## src/rtl/aud_port_pkg.sv

```systemverilog
package aud_port_pkg;
  localparam int DATA_W = 32;

  typedef enum logic [2:0] {
    SEL_NONE, SEL_RST, SEL_CTRL, SEL_CLK, SEL_STAT, SEL_RXWIN, SEL_TXWIN
  } reg_sel_e;

  // word index = byte address / 4
  function automatic reg_sel_e decode_word(input logic [7:0] widx);
    case (widx)
      8'd0:    return SEL_RST;
      8'd1:    return SEL_CTRL;
      8'd2:    return SEL_CLK;
      8'd4:    return SEL_STAT;
      8'd10:   return SEL_RXWIN;
      8'd11:   return SEL_TXWIN;
      default: return SEL_NONE;
    endcase
  endfunction

  function automatic logic [DATA_W-1:0] pack_status(
    input logic tx_full, input logic tx_empty,
    input logic rx_full, input logic rx_empty, input logic tx_ovf);
    return {27'd0, tx_ovf, rx_empty, rx_full, tx_empty, tx_full};
  endfunction
endpackage

```

## src/rtl/aud_fifo.sv

```systemverilog
module aud_fifo #(
  parameter int W     = 32,
  parameter int DEPTH = 4
) (
  input  logic         clk,
  input  logic         rst_n,
  input  logic         flush,
  input  logic         push,
  input  logic [W-1:0] wdata,
  input  logic         pop,
  output logic [W-1:0] rdata,
  output logic         full,
  output logic         empty
);
  localparam int AW = (DEPTH > 1) ? $clog2(DEPTH) : 1;
  localparam int CW = $clog2(DEPTH + 1);

  logic [W-1:0]  mem [DEPTH];
  logic [AW-1:0] wp, rp;
  logic [CW-1:0] cnt;
  logic          do_push, do_pop;

  function automatic logic [AW-1:0] bump(input logic [AW-1:0] p);
    return (p == AW'(DEPTH - 1)) ? '0 : p + AW'(1);
  endfunction

  assign full    = (cnt == CW'(DEPTH));
  assign empty   = (cnt == '0);
  assign do_push = push && !full;
  assign do_pop  = pop && !empty;
  assign rdata   = mem[rp];

  always_ff @(posedge clk) begin
    if (!rst_n || flush) begin
      wp  <= '0;
      rp  <= '0;
      cnt <= '0;
    end else begin
      if (do_push) wp <= bump(wp);
      if (do_pop)  rp <= bump(rp);
      cnt <= cnt + CW'(do_push) - CW'(do_pop);
    end
  end

  always_ff @(posedge clk) begin
    if (do_push && !flush) mem[wp] <= wdata;
  end
endmodule

```

## src/rtl/aud_port_regs.sv

```systemverilog
module aud_port_regs
  import aud_port_pkg::*;
#(
  parameter int ADDR_W     = 6,
  parameter int FIFO_DEPTH = 4,
  parameter int WS_W       = 5,
  parameter int DIV_DEF    = 3,
  parameter int WS_DEF     = 31
) (
  input  logic              clk,
  input  logic              rst_n,
  input  logic              bus_valid,
  input  logic              bus_write,
  input  logic [ADDR_W-1:0] bus_addr,
  input  logic [31:0]       bus_wdata,
  output logic [31:0]       bus_rdata,
  output logic              bus_rvalid,
  output logic              tx_enable,
  output logic              rx_enable,
  output logic [15:0]       bclk_div,
  output logic [WS_W-1:0]   word_len_m1,
  output logic              glob_rst_pulse,
  output logic              tx_flush_pulse,
  output logic              rx_flush_pulse,
  output logic [31:0]       eng_tx_data,
  output logic              eng_tx_avail,
  input  logic              eng_tx_pop,
  input  logic [31:0]       eng_rx_data,
  input  logic              eng_rx_push
);
  localparam logic [15:0]     DIV_RST = 16'(DIV_DEF);
  localparam logic [WS_W-1:0] WS_RST  = WS_W'(WS_DEF);
  localparam int              PAD_W   = 16 - WS_W;

  reg_sel_e    sel;
  logic        wr, rd;
  logic        glob_hit, txfl_hit, rxfl_hit;
  logic        tx_push_try, tx_drop, rx_pop_try, rx_empty_rd;
  logic        tx_full, tx_empty, rx_full, rx_empty;
  logic        tx_ovf;
  logic [31:0] rx_head, rd_mux;

  assign sel = decode_word(8'(bus_addr >> 2));
  assign wr  = bus_valid && bus_write;
  assign rd  = bus_valid && !bus_write;

  // named events
  assign glob_hit    = wr && (sel == SEL_RST) && bus_wdata[0];
  assign txfl_hit    = glob_hit || (wr && (sel == SEL_RST) && bus_wdata[1]);
  assign rxfl_hit    = glob_hit || (wr && (sel == SEL_RST) && bus_wdata[2]);
  assign tx_push_try = wr && (sel == SEL_TXWIN);
  assign tx_drop     = tx_push_try && tx_full;
  assign rx_pop_try  = rd && (sel == SEL_RXWIN);
  assign rx_empty_rd = rx_pop_try && rx_empty;

  always_ff @(posedge clk) begin
    if (!rst_n) begin
      tx_enable   <= 1'b0;
      rx_enable   <= 1'b0;
      bclk_div    <= DIV_RST;
      word_len_m1 <= WS_RST;
    end else if (glob_hit) begin
      tx_enable   <= 1'b0;
      rx_enable   <= 1'b0;
      bclk_div    <= DIV_RST;
      word_len_m1 <= WS_RST;
    end else begin
      if (wr && sel == SEL_CTRL) begin
        tx_enable <= bus_wdata[0];
        rx_enable <= bus_wdata[1];
      end
      if (wr && sel == SEL_CLK) begin
        bclk_div    <= bus_wdata[15:0];
        word_len_m1 <= bus_wdata[16 +: WS_W];
      end
    end
  end

  always_ff @(posedge clk) begin
    if (!rst_n || txfl_hit) tx_ovf <= 1'b0;
    else if (tx_drop)       tx_ovf <= 1'b1;
  end

  always_ff @(posedge clk) begin
    if (!rst_n) begin
      glob_rst_pulse <= 1'b0;
      tx_flush_pulse <= 1'b0;
      rx_flush_pulse <= 1'b0;
    end else begin
      glob_rst_pulse <= glob_hit;
      tx_flush_pulse <= wr && (sel == SEL_RST) && bus_wdata[1];
      rx_flush_pulse <= wr && (sel == SEL_RST) && bus_wdata[2];
    end
  end

  always_comb begin
    case (sel)
      SEL_CTRL:  rd_mux = {30'd0, rx_enable, tx_enable};
      SEL_CLK:   rd_mux = {{PAD_W{1'b0}}, word_len_m1, bclk_div};
      SEL_STAT:  rd_mux = pack_status(tx_full, tx_empty, rx_full, rx_empty, tx_ovf);
      SEL_RXWIN: rd_mux = rx_empty ? 32'd0 : rx_head;
      default:   rd_mux = 32'd0;
    endcase
  end

  always_ff @(posedge clk) begin
    if (!rst_n) begin
      bus_rdata  <= 32'd0;
      bus_rvalid <= 1'b0;
    end else begin
      bus_rvalid <= rd;
      if (rd) bus_rdata <= rd_mux;
    end
  end

  aud_fifo #(.W(32), .DEPTH(FIFO_DEPTH)) u_tx_fifo (
    .clk(clk), .rst_n(rst_n), .flush(txfl_hit),
    .push(tx_push_try), .wdata(bus_wdata),
    .pop(eng_tx_pop), .rdata(eng_tx_data),
    .full(tx_full), .empty(tx_empty)
  );

  aud_fifo #(.W(32), .DEPTH(FIFO_DEPTH)) u_rx_fifo (
    .clk(clk), .rst_n(rst_n), .flush(rxfl_hit),
    .push(eng_rx_push), .wdata(eng_rx_data),
    .pop(rx_pop_try), .rdata(rx_head),
    .full(rx_full), .empty(rx_empty)
  );

  assign eng_tx_avail = !tx_empty;
endmodule

```

## config.mk

```make
export PLATFORM = sky130hd
export DESIGN_NAME = aud_port_regs
export DESIGN_NICKNAME = d
export VERILOG_FILES = /design/src/rtl/aud_port_pkg.sv /design/src/rtl/aud_fifo.sv /design/src/rtl/aud_port_regs.sv
export SDC_FILE = /design/constraint.sdc
export NUM_CORES = 1
export LEC_CHECK = 0
export ABC_CLOCK_PERIOD_IN_PS = 3900
export BUFFER_PORTS_ARGS = -buffer_cell sky130_fd_sc_hd__buf_2
export CAP_MARGIN = 40
export CORE_ASPECT_RATIO = 0.75
export CORE_MARGIN = 1.5
export CORE_UTILIZATION = 45
export CTS_CLUSTER_DIAMETER = 150
export DETAILED_ROUTE_END_ITERATION = 8
export GPL_TIMING_DRIVEN = 0
export PLACE_DENSITY = 0.7
export SYNTH_ARGS = -nofsm -noshare
export SYNTH_HDL_FRONTEND = slang
export SYNTH_SLANG_ARGS = --single-unit
```

## constraint.sdc

```tcl
create_clock -name clk -period 3.9 [get_ports clk]
set_input_delay 0 -clock clk [delete_from_list [all_inputs] [get_ports clk]]
set_output_delay 0 -clock clk [all_outputs]
set_load 0.02 [all_outputs]
```

Yosys cells after proc, flatten, opt, wreduce, memory -nomap -nowiden. Memories as Yosys holds them, arrays and structs flattened. A register that Yosys moved wholly into a read port is not among the register bits. Index checks and enable logic that the tools add are counted.

Bits in registers: 74. Bits in writable memories: 256. Input bits: 76. Output and inout port bits: 92. Word-level logic and storage cells: 92. Memories kept: 2.

Memory list: u_rx_fifo.mem (depth 4, width 32, read ports 1, clocked after Yosys merged registers in 1, write ports 1, line aud_fifo.sv:18) `logic [W-1:0] mem [DEPTH];`; u_tx_fifo.mem (depth 4, width 32, read ports 1, clocked after Yosys merged registers in 1, write ports 1, line aud_fifo.sv:18).

Add/sub/neg operators: 8. Eq/ne operators: 17. Muxes and demuxes: 15. Bitwise operators: 1. Reductions and logical operators: 33.

Operator list (count): case mux 32 bit (4 select lines) (1); two-way mux 32 bit (1); case mux 3 bit (6 select lines) (1); logical AND 1 bit (17); two-way mux 2 bit (8); == test 3 bit (second input constant) (5); adder 2 x 1 -> 2 bit (second input constant) (4); == test 2 bit (second input constant) (4); == test 4 bit (second input constant) (2); logical NOT 1 bit (8); logical NOT 8 bit (1); adder 3 x 1 -> 3 bit (2); == test 3 x 2 -> 1 bit (second input constant) (2); logical NOT 3 bit (2); subtractor 3 x 1 -> 3 bit (2); == test 4 x 1 -> 1 bit (second input constant) (1); == test 4 x 2 -> 1 bit (second input constant) (1); == test 4 x 3 -> 1 bit (second input constant) (1); logical OR 1 bit (4); two-way mux 1 bit (4); == test 3 x 1 -> 1 bit (second input constant) (1); OR reduction 2 bit (1); inverter 1 bit (1).

Logic depth before layout (Yosys ltp). Gate-level depths: netlist of run 1.

Depth in word-level cells: 10. Mapped depth: 12. Gate-level depth less buffers: 11.

Hierarchy. Synthesis of run 1 repeated with hierarchy kept, for this count alone.

Cells, all modules: 723. Area, all modules: 13002.5 µm².

By module, submodules not included: aud_fifo (u_rx_fifo) (instances 1, cells an instance 218, area an instance 5175.0 µm², seq. area each 4023.9 µm²); aud_fifo (u_tx_fifo) (instances 1, cells an instance 218, area an instance 5146.2 µm², seq. area each 4023.9 µm²); aud_port_regs (instances 1, cells an instance 287, area an instance 2681.3 µm², seq. area each 1201.2 µm²).

Least setup slack after synthesis of run 1. OpenSTA, ideal clock, no wires.

Kind: register -> register. Start point: register u_rx_fifo.cnt[2]. End point: register u_rx_fifo.cnt[2]. Setup time: 127 ps. Data arrival time: 2283 ps. Path slack: 1490 ps. Stages on the path, launching flop included: 12. Buffers on the path: 1. Clock period less this slack: 2410 ps. Path through: dfxtp_1 or3_1 and3_1 buf_4 ha_1 inv_1 ha_1 inv_1 fa_1 xor2_1 xnor2_1 nor2_1.

RTL lines: start, declared (line aud_fifo.sv:20) `logic [CW-1:0] cnt;`; start signal, assigned (line aud_fifo.sv:41) `cnt <= cnt + CW'(do_push) - CW'(do_pop);`; logical NOT 3 bit (line aud_fifo.sv:28) `assign empty = (cnt == '0);`; logical NOT 1 bit (line aud_fifo.sv:30) `assign do_pop = pop && !empty;`; logical AND 1 bit (line aud_fifo.sv:30); net u_rx_fifo.do_pop (line aud_fifo.sv:21) `logic do_push, do_pop;`; subtractor 3 x 1 -> 3 bit (line aud_fifo.sv:41).

The timed path passes the listed nets, and every way through them passes these cells. A chain may end at the register's enable or synchronous reset.

Final worst setup path of run 1. Same ends and word-level chain as after synthesis.

==> flow_metrics.tcl, run 1 <==
set metrics [dict create \
    cts.sinks 334 \
    ys_seq_area_frac 0.738 \
    startpoint_type "flip-flop" \
    dp_hpwl_microns 18800 \
    slew_violations 0 \
    cts_resized 0 \
    synth_area_sq_mm 0.0125 \
    hp-class "primary input to flip-flop" \
    area.growth.synth_to_final_pct 25.7 \
    wl_met1_microns 12200 \
    hold_buffers 70 \
    antenna_found_initial 1 \
    clockBufferDepth 3 \
    fin_tns_setup_ns 0 \
    coreArea_sq_mm 0.0272 \
    drtPass1Iterations 5 \
    grt_pass1_wl_microns 42600 \
    cp_slowest_stage_delay_ns 0.42 \
    fin_nets 1060 \
    crit_fanout 10 \
    yosysTopAreaCell "edfxtp_1" \
    required_ns 4.28 \
    cts_tree "done" \
    placement.io_buffers 165 \
    routed_via_density 5.32 \
    status "finished, final reports clean" \
    path_delay_family "adder cells" \
    track_usage 0.196 \
    yosysTopAreaCellShare 0.614 \
    post-route-period-util 0.667 \
    clockRootBuffer "clkbuf_16" \
    period_minus_slack_ns 2.60 \
    dr_wl_met3_microns 1630 \
    finalHoldViolations 0 \
    grt_pass1_vias 7346 \
    fp-row-count 52 \
    power_density_mw_per_mm2 538 \
    cts_setup_buffers 0 \
    num_vias 7152 \
    max_freq_mhz 384 \
    fin_area_sq_mm 0.0157 \
    ys_warn_count 0 \
    worstMarginPinSlew_ns 0.869 \
    synth_common_cells "256 x edfxtp_1, 78 x dfxtp_1, 64 x mux4_2" \
    placed_cells 1213 \
    synthTopCellsByArea "edfxtp_1 61%, dfxtp_1 12%, mux4_2 12%" \
    slew_headroom 0.421 \
    die_area_sq_mm 0.0289 \
    yosysMostFrequentCell "edfxtp_1" \
    end_kind "flip-flop" \
    skew_ns 0.0229 \
    rsz0062_at_grt "false" \
    grt_overflow_total 0 \
    htree_levels 2 \
    clk_latency_ns 0.52 \
    path_class "flip-flop to flip-flop" \
    vdd_drop_max_v 0.000384 \
    drt_iter0_markers 547 \
    ant_nets 0 \
    wl_per_cell_microns 20.6 \
    syn_inst 692 \
    grt_max_degree 33 \
    p_total_w 0.00847 \
    setup-violations-final 0 \
    nFillCells 2065 \
    syn-num-nets 784 \
    p_leak_nw 5.62 \
    yosysUniqueCellTypes 51 \
    initial_core_util 0.461 \
    arrival_ns 2.98 \
    pre_cts_slack_ns 1.30 \
    synth-seq-cells 334 \
    cts_buffers 34 \
    fin_cells 1345 \
    crit_path_top_delay_cell "or3_1" \
    cp_num_buf_inv 3 \
    clkTransAtPathRegs_ns 0.06 \
    drive_gt1_frac 0.327 \
    post_dp_cell_area_sq_mm 0.0139 \
    async_reset_ff_frac 0 \
    routed_wl_microns 27700 \
    max_cap_violations 0 \
    dr.max_layer_used "met4" \
    die_x_microns 196 \
    drc 0 \
    synth-main-ff-cell "edfxtp_1" \
    avgSynthCellArea_sq_um 18.1 \
    place.gp.congestion 0.785 \
    path_cells "or3_1 -> and3_1 -> buf_4 -> ha_1 -> inv_1 -> ha_1 -> inv_1 -> fa_1 -> xor2_1 -> xnor2_1 -> nor2_1" \
    ios 168 \
    die_y_microns 147 \
    synth_edf_count 256 \
    routed-wl-met2_microns 13100 \
    finalWorstSetupSlack_ns 1.30 \
]
-- per-layer routing --
layer	GRT usage	vias to the layer above
li1	-	3270
met1	0.268	3595
met2	0.318	227
met3	0.0390	60
met4	0.0678	0
met5	0	-
-- layout by cell type, fill, tap and decap left out, types with 4 or more instances in the layout --
cell type	synthesis	routed
a21oi_1	21	21
a222oi_1	13	13
a22oi_1	14	14
and2_2	0	8
and3_1	5	5
buf_12	0	4
buf_2	11	176
buf_4	4	4
clkbuf_1	16	18
clkbuf_16	0	36
clkinv_2	0	11
clkinv_4	0	4
dfxtp_1	78	78
dlygate4sd3_1	0	70
edfxtp_1	256	256
ha_1	14	14
inv_1	15	15
mux2i_1	8	8
mux4_2	64	64
nand2_1	52	52
nand3_1	8	8
nand3b_1	4	4
nor2_1	25	25
nor2b_1	25	25
o21ai_0	6	6
-- registers in the layout, indices dropped and copies added, names as in the netlist, named ones only --
name            flops
u_tx_fifo.rp        2
u_tx_fifo.cnt       3
rx_flush_pulse      1
bclk_div           16
tx_enable           1
bus_rvalid          1
u_tx_fifo.wp        2
word_len_m1         5
u_tx_fifo.mem     128
u_rx_fifo.cnt       3
rx_enable           1
glob_rst_pulse      1
u_rx_fifo.mem     128
u_rx_fifo.rp        2
tx_flush_pulse      1
tx_ovf              1
u_rx_fifo.wp        2
bus_rdata          32
-- tightest hold or removal path: stages --
cell and delay (ns):
buf_2 0.12, nand3_1 0.18, nand2_1 0.12, a21oi_1 0.06
-- cell type report --
class,instances,area [sq um],share of cell area
clock buffers,40,936,0.0594
well taps,351,439,0.0279
multi-input cells,310,3070,0.195
inverters,15,56.3,0.00358
flip-flops and latches,334,9250,0.587
plain buffers,33,160,0.0102
repair buffers,240,1630,0.104
clock inverters,21,201,0.0128
diodes,1,2.50,0.000159
-- kinds of logic after synthesis --
kind of cell,count (synthesis),share of synthesized area
AOI/OAI and AO/OA,71,0.0410
xor gates and xnor gates,4,0.00280
adders and majority gates,16,0.0172
buffers and inverters,48,0.0173
DFF,334,0.738
muxes,72,0.121
and+or+nand+nor,147,0.0618
-- where the power goes --
part / total, W / internal, W / switching [W]
Clock: 0.00328 / 0.00193 / 0.00135
Sequential: 0.00409 / 0.00402 / 0.0000667
Combinational: 0.00110 / 0.000489 / 0.000614
Total: 0.00847 / 0.00644 / 0.00203
-- stage by stage --
step                      utilization  hold WS (ns)
after global placement          0.507         0.214
final                           0.579       0.00605
after floorplan                     -        0.0989
after global routing            0.579        0.0637
after CTS                       0.579      0.000322
after detailed placement        0.511         0.222
-- final timing paths --
path,startpoint,to,slack (ns),depth (start not counted)
hold / removal,bus_write,bclk_div[15],0.006,4
hold reg to reg,bus_rdata[3],bus_rdata[3],0.48,2
setup / recovery,u_rx_fifo.cnt[2],u_rx_fifo.cnt[2],1.30,11
setup reg to reg,u_rx_fifo.cnt[2],u_rx_fifo.cnt[2],1.30,11
No activity file was read; power rests on OpenSTA's default activity.
==> run 2: changes to the inputs <==
--- a/config.mk
+++ b/config.mk
@@ -5,7 +5,8 @@
 export SDC_FILE = /design/constraint.sdc
 export NUM_CORES = 1
 export LEC_CHECK = 0
-export ABC_CLOCK_PERIOD_IN_PS = 3900
+export ABC_AREA = 1
+export ABC_CLOCK_PERIOD_IN_PS = 2700
 export BUFFER_PORTS_ARGS = -buffer_cell sky130_fd_sc_hd__buf_2
 export CAP_MARGIN = 40
 export CORE_ASPECT_RATIO = 0.75
==> constraint.sdc (replaced) <==
create_clock -name clk -period 2.7 [get_ports clk]
set_input_delay 0 -clock clk [delete_from_list [all_inputs] [get_ports clk]]
set_output_delay 0 -clock clk [all_outputs]
set_load 0.02 [all_outputs]
==> run 2 against run 1 <==
Effect of this change:
- combinational power rose by 75%
- critical path depth rose by 1
- cell area rose by 5.1%
- clock skew fell by 0.0098 ns
- worst hold slack improved by 0.027 ns
- synthesized area rose by 4.7%
- flip-flop and latch count did not move
- utilization rose by 0.54 points
- sequential share of layout area fell by 2.8 points
- critical path type unchanged
- critical endpoint unchanged
- highest routed layer unchanged
==> flow_metrics.tcl, run 2 <==
set metrics [dict create \
    status "finished, final reports clean" \
    synth-seq-cells 334 \
    placement.io_buffers 165 \
    grt_pass1_vias 9178 \
    ios 168 \
    dp_hpwl_microns 23000 \
    skew_ns 0.0132 \
    synth-main-ff-cell "edfxtp_1" \
    path_class "flip-flop to flip-flop" \
    async_reset_ff_frac 0 \
    end_kind "flip-flop" \
    cts.sinks 334 \
    syn-num-nets 1215 \
    worstMarginPinSlew_ns 0.769 \
    setup-violations-final 0 \
    fp-row-count 53 \
    post-route-period-util 0.918 \
    clockRootBuffer "clkbuf_16" \
    max_cap_violations 0 \
    startpoint_type "flip-flop" \
    clk_latency_ns 0.50 \
    clkTransAtPathRegs_ns 0.06 \
    yosysTopAreaCell "edfxtp_1" \
    cts_buffers 35 \
    finalHoldViolations 0 \
    place.gp.congestion 0.807 \
    synth_area_sq_mm 0.0131 \
    diodes 0 \
    cts_setup_buffers 0 \
    placed_cells 1681 \
    initial_core_util 0.463 \
    largestRegisters "u_rx_fifo.mem: 128 flops, u_tx_fifo.mem: 128 flops, bus_rdata: 32 flops" \
    routed_wl_microns 33600 \
    ff2ff_setup_slack_ns 0.22 \
    ant_nets 0 \
    drtPass1Iterations 5 \
    die_x_microns 200 \
    vdd_drop_max_v 0.000370 \
    drt_iter0_markers 628 \
    crit_fanout 10 \
    period_minus_slack_ns 2.48 \
    synthTopCellsByArea "edfxtp_1 59%, dfxtp_1 12%, o21ai_0 5.2%" \
    arrival_ns 2.91 \
    area.growth.synth_to_final_pct 26.2 \
    yosysUniqueCellTypes 39 \
    max_freq_mhz 403 \
    power_density_mw_per_mm2 761 \
    grt_overflow_total 0 \
    required_ns 3.13 \
    avgSynthCellArea_sq_um 11.7 \
    drc 0 \
    p_total_w 0.0126 \
    synth_edf_count 256 \
    synth_common_cells "256 x edfxtp_1, 169 x nor2_1, 159 x nand2_1" \
    htree_levels 2 \
    final_common_cell "edfxtp_1" \
    clockBufferDepth 3 \
    num_vias 9425 \
    slew_violations 0 \
    fin_nets 1498 \
    coreArea_sq_mm 0.0283 \
    nFillCells 2300 \
    yosysMostFrequentCell "edfxtp_1" \
    track_usage 0.226 \
    grt_max_degree 27 \
    cts_tree "done" \
    routed_via_density 5.19 \
    p_leak_nw 6.37 \
    rsz0062_at_grt "false" \
    antenna_found_initial 0 \
    die_area_sq_mm 0.0302 \
    final_cell_mix "256 x edfxtp_1, 181 x buf_2, 161 x nor2_1" \
    ys_seq_area_frac 0.706 \
    syn_inst 1123 \
    cts_resized 0 \
    ys_warn_count 0 \
    slew_headroom 0.486 \
    hold_buffers 73 \
    grt_pass1_wl_microns 51200 \
    die_y_microns 151 \
    drive_gt1_frac 0.206 \
    hp-class "primary input to flip-flop" \
    fin_cells 1817 \
    yosysTopAreaCellShare 0.586 \
    wl_per_cell_microns 18.5 \
]
-- run 2: routing by layer --
layer / GRT usage / share of wire / vias up
met2: 0.339 / 0.45 / 368
li1: - / - / 4484
met3: 0.0505 / 0.084 / 63
met1: 0.330 / 0.45 / 4510
met4: 0.0688 / 0.025 / 0
met5: 0 / 0 / -
-- run 2: cell type report --
class	count	area, sq um	share of cell area
multi-input combinational	656	3310	0.200
tap	385	482	0.0291
clock inverter	14	145	0.00877
sequential	334	9250	0.559
clock buffer	49	1020	0.0618
buffer	57	317	0.0191
inverter	76	292	0.0176
timing repair buffer	246	1730	0.105
-- run 2: power breakdown --
group,leakage (nW),switching (W),internal (W)
Sequential,2.96,0.0000851,0.00575
Clock,0.570,0.00190,0.00293
Combinational,2.84,0.00130,0.000622
-- run 2: metrics by stage --
stage | setup slack [ns] | hold WS (ns) | TNS [ns] | instance area [sq um] | utilization
finish | 0.221 | 0.0333 | 0 | 16500 | 0.584
global route | 0.0450 | 0.0366 | 0 | 16500 | 0.584
CTS | 0.216 | 0.00119 | 0 | 16500 | 0.584
detailed placement | 0.273 | 0.215 | 0 | 14700 | 0.517
global placement | -1.19 | 0.214 | -241.63 | 14400 | 0.509
floorplan | 0.0630 | 0.0989 | 0 | 13100 | -
-- run 2: final timing paths --
check                endpoint  cells after the start        startpoint
max reg2reg  u_rx_fifo.cnt[2]                     12  u_rx_fifo.cnt[1]
max          u_rx_fifo.cnt[2]                     12  u_rx_fifo.cnt[1]
min reg2reg     bus_rdata[23]                      2     bus_rdata[23]
min                    tx_ovf                      7       bus_addr[5]
-- run 2: logic make-up after synthesis --
logic type | Yosys count | share of synthesized area
xor+xnor | 2 | 0.00134
compound gates | 264 | 0.108
flops | 334 | 0.706
buf+inv | 133 | 0.0464
simple gates | 374 | 0.122
fa+ha+maj | 16 | 0.0164
-- run 2: critical path, stage by stage, from the launching register on --
cell and delay, ns:
dfxtp_1 0.35, inv_1 0.08, nand2_1 0.05, nor2_1 0.28, nor2_4 0.10, buf_6 0.16
ha_1 0.28, inv_1 0.06, ha_1 0.13, inv_1 0.05, fa_1 0.41, or2_2 0.31
a21oi_1 0.14
==> run 3: changes to the inputs <==
--- a/config.mk
+++ b/config.mk
@@ -5,7 +5,6 @@
 export SDC_FILE = /design/constraint.sdc
 export NUM_CORES = 1
 export LEC_CHECK = 0
-export ABC_AREA = 1
 export ABC_CLOCK_PERIOD_IN_PS = 2700
 export BUFFER_PORTS_ARGS = -buffer_cell sky130_fd_sc_hd__buf_2
 export CAP_MARGIN = 40
==> run 3 against run 2 <==
Effect of this change:
- count of clock-buffer cells in the layout fell by 9
- critical path depth decreased by 2
- wire length decreased by 18%
- via count down 24%
- sequential power rose by 1%
- clock power shrank 2%
- register-to-register slack improved by 0.02 ns
- power decreased by 2.7%
- final cell count fell by 26%
- utilization is 0.48 points lower
- first-iteration DRC count is 12% lower
- flip-flop and latch count is the same
- critical endpoint unchanged
- largest power group unchanged
- highest routed layer unchanged
==> flow_metrics.tcl, run 3 (synthesis results as in run 1) <==
set metrics [dict create \
    ios 168 \
    fin_tns_setup_ns 0 \
    slew_headroom 0.423 \
    routed_wl_microns 27600 \
    die_area_sq_mm 0.0289 \
    worstReg2RegStart "u_rx_fifo.cnt[2]" \
    worstMarginPinSlew_ns 0.865 \
    drive_gt1_frac 0.333 \
    max_freq_mhz 407 \
    die_y_microns 147 \
    reg2reg_depth 10 \
    p_total_w 0.0122 \
    period_minus_slack_ns 2.46 \
    placement.io_buffers 165 \
    wl_per_cell_microns 20.6 \
    initial_core_util 0.461 \
    ff2ff_setup_slack_ns 0.24 \
    num_vias 7135 \
    final_cell_mix "256 x edfxtp_1, 176 x buf_2, 77 x dfxtp_1" \
    dp_hpwl_microns 18800 \
    cp_slowest_stage_delay_ns 0.41 \
    path_cells "or3_4 -> and3_2 -> ha_1 -> inv_1 -> ha_1 -> inv_1 -> fa_2 -> xor2_2 -> xnor2_1 -> nor2_1" \
    antenna_found_initial 1 \
    status "finished, final reports clean" \
    crit_path_top_delay_cell "or3_4" \
    routed_via_density 5.31 \
    grt_max_degree 33 \
    drtPass1Iterations 5 \
    cts_buffers 34 \
    clockRootBuffer "clkbuf_16" \
    area.growth.synth_to_final_pct 25.9 \
    skew_ns 0.0214 \
    cp_num_buf_inv 2 \
    hold_end "bclk_div[15]" \
    htree_levels 2 \
    finalWorstSetupSlack_ns 0.240 \
    largestRegisters "u_rx_fifo.mem: 128 flops, u_tx_fifo.mem: 128 flops, bus_rdata: 32 flops" \
    startpoint_type "flip-flop" \
    required_ns 3.08 \
    fin_nets 1059 \
    arrival_ns 2.84 \
    pre_cts_slack_ns 0.0989 \
    post_dp_cell_area_sq_mm 0.0139 \
    grt_overflow_total 0 \
    r2r-end "u_rx_fifo.cnt[2]" \
    hp-class "primary input to flip-flop" \
    path_class "flip-flop to flip-flop" \
    drc 0 \
    ant_nets 0 \
    die_x_microns 196 \
    utilization 0.580 \
    rsz0062_at_grt "false" \
    vdd_drop_max_v 0.000558 \
    p_leak_nw 5.61 \
    crit_fanout 12 \
    slew_violations 0 \
    clk_latency_ns 0.52 \
    fin_area_sq_mm 0.0158 \
    drt_iter0_markers 555 \
    setup-violations-final 0 \
    max_cap_violations 0 \
    cts_tree "done" \
    coreArea_sq_mm 0.0272 \
    post-route-period-util 0.911 \
    track_usage 0.196 \
    final_common_cell "edfxtp_1" \
    holdPathStages 4 \
    finalHoldViolations 0 \
    min_from "bus_write" \
    clkTransAtPathRegs_ns 0.06 \
    grt_pass1_vias 7346 \
    crit_start "u_rx_fifo.cnt[2]" \
    fp-row-count 52 \
    end_kind "flip-flop" \
    place.gp.congestion 0.785 \
    power_density_mw_per_mm2 777 \
    path_delay_family "adder cells" \
    grt_pass1_wl_microns 42600 \
    cts.sinks 334 \
    clockBufferDepth 3 \
]
==> run 3: cell count changes in the layout (fill, tap and decap cells not counted), sizes merged, moves of 58 or more <==
| cell | previous run | this run |
|---|---|---|
| nor2 | 177 | 26 |
| o22ai | 62 | 0 |
| mux4 | 0 | 64 |
| nand2 | 165 | 52 |
| inv | 75 | 17 |
| o21ai | 142 | 9 |
==> run 3: worst max-delay path by stage <==
stage / endpoint / slack, ns / depth (start not counted)
2_1_floorplan: u_rx_fifo.cnt[2] / 0.29 / 11
3_3_place_gp: u_rx_fifo.mem[3][26] / -0.31 / 4
3_5_place_dp: u_rx_fifo.cnt[2] / 0.1 / 11
4_1_cts: u_rx_fifo.cnt[2] / 0.08 / 11
5_1_grt: u_rx_fifo.cnt[2] / 0.06 / 10
6_report: u_rx_fifo.cnt[2] / 0.24 / 10
==> run 3: tightest hold or removal path, delay by kind of cell <==
kind                   cells  cell delay, ns
AO/OA/AOI/OAI              1            0.06
buffers and inverters      1            0.12
AND/OR/NAND/NOR            2            0.31
==> run 3: where the power goes <==
group	leakage [nW]	switching [W]	internal (W)
clock	0.573	0.00194	0.00279
sequential	2.96	0.0000989	0.00581
combinational	2.08	0.000889	0.000718
total	5.61	0.00293	0.00932
==> run 3: layout make-up <==
| type | instances | area [sq um] |
|---|---|---|
| repair buffers | 240 | 1630 |
| inverters | 15 | 56.3 |
| multi-input cells | 310 | 3090 |
| clock buffers | 40 | 936 |
| diodes | 1 | 2.50 |
| fillers | 2065 | 11400 |
| clock inverters | 21 | 201 |
| well taps | 351 | 439 |
| plain buffers | 32 | 153 |
| flip-flops and latches | 334 | 9250 |
==> run 3: what timing repair did <==
item / 4_1_cts / 5_1_grt
hold endpoints to repair: 287 / 0
endpoints found under the setup margin: 0 / 1
hold buffers: 70 / 0
resized for setup: 0 / 6
buffers inserted: 0 / 0
==> run 3: per-stage QoR <==
step	hold WS, ns	instances
floorplan	0.0989	692
global placement	0.214	1208
detailed placement	0.222	1213
CTS	0.000322	1344
global route	0.0633	1344
finish	0.0185	1344
==> run 3: metal layers <==
layer | vias up | share of wire | track usage
met5 | - | 0 | 0
met4 | 0 | 0.028 | 0.0678
met3 | 58 | 0.060 | 0.0390
met2 | 224 | 0.48 | 0.318
met1 | 3584 | 0.43 | 0.268
li1 | 3269 | - | -
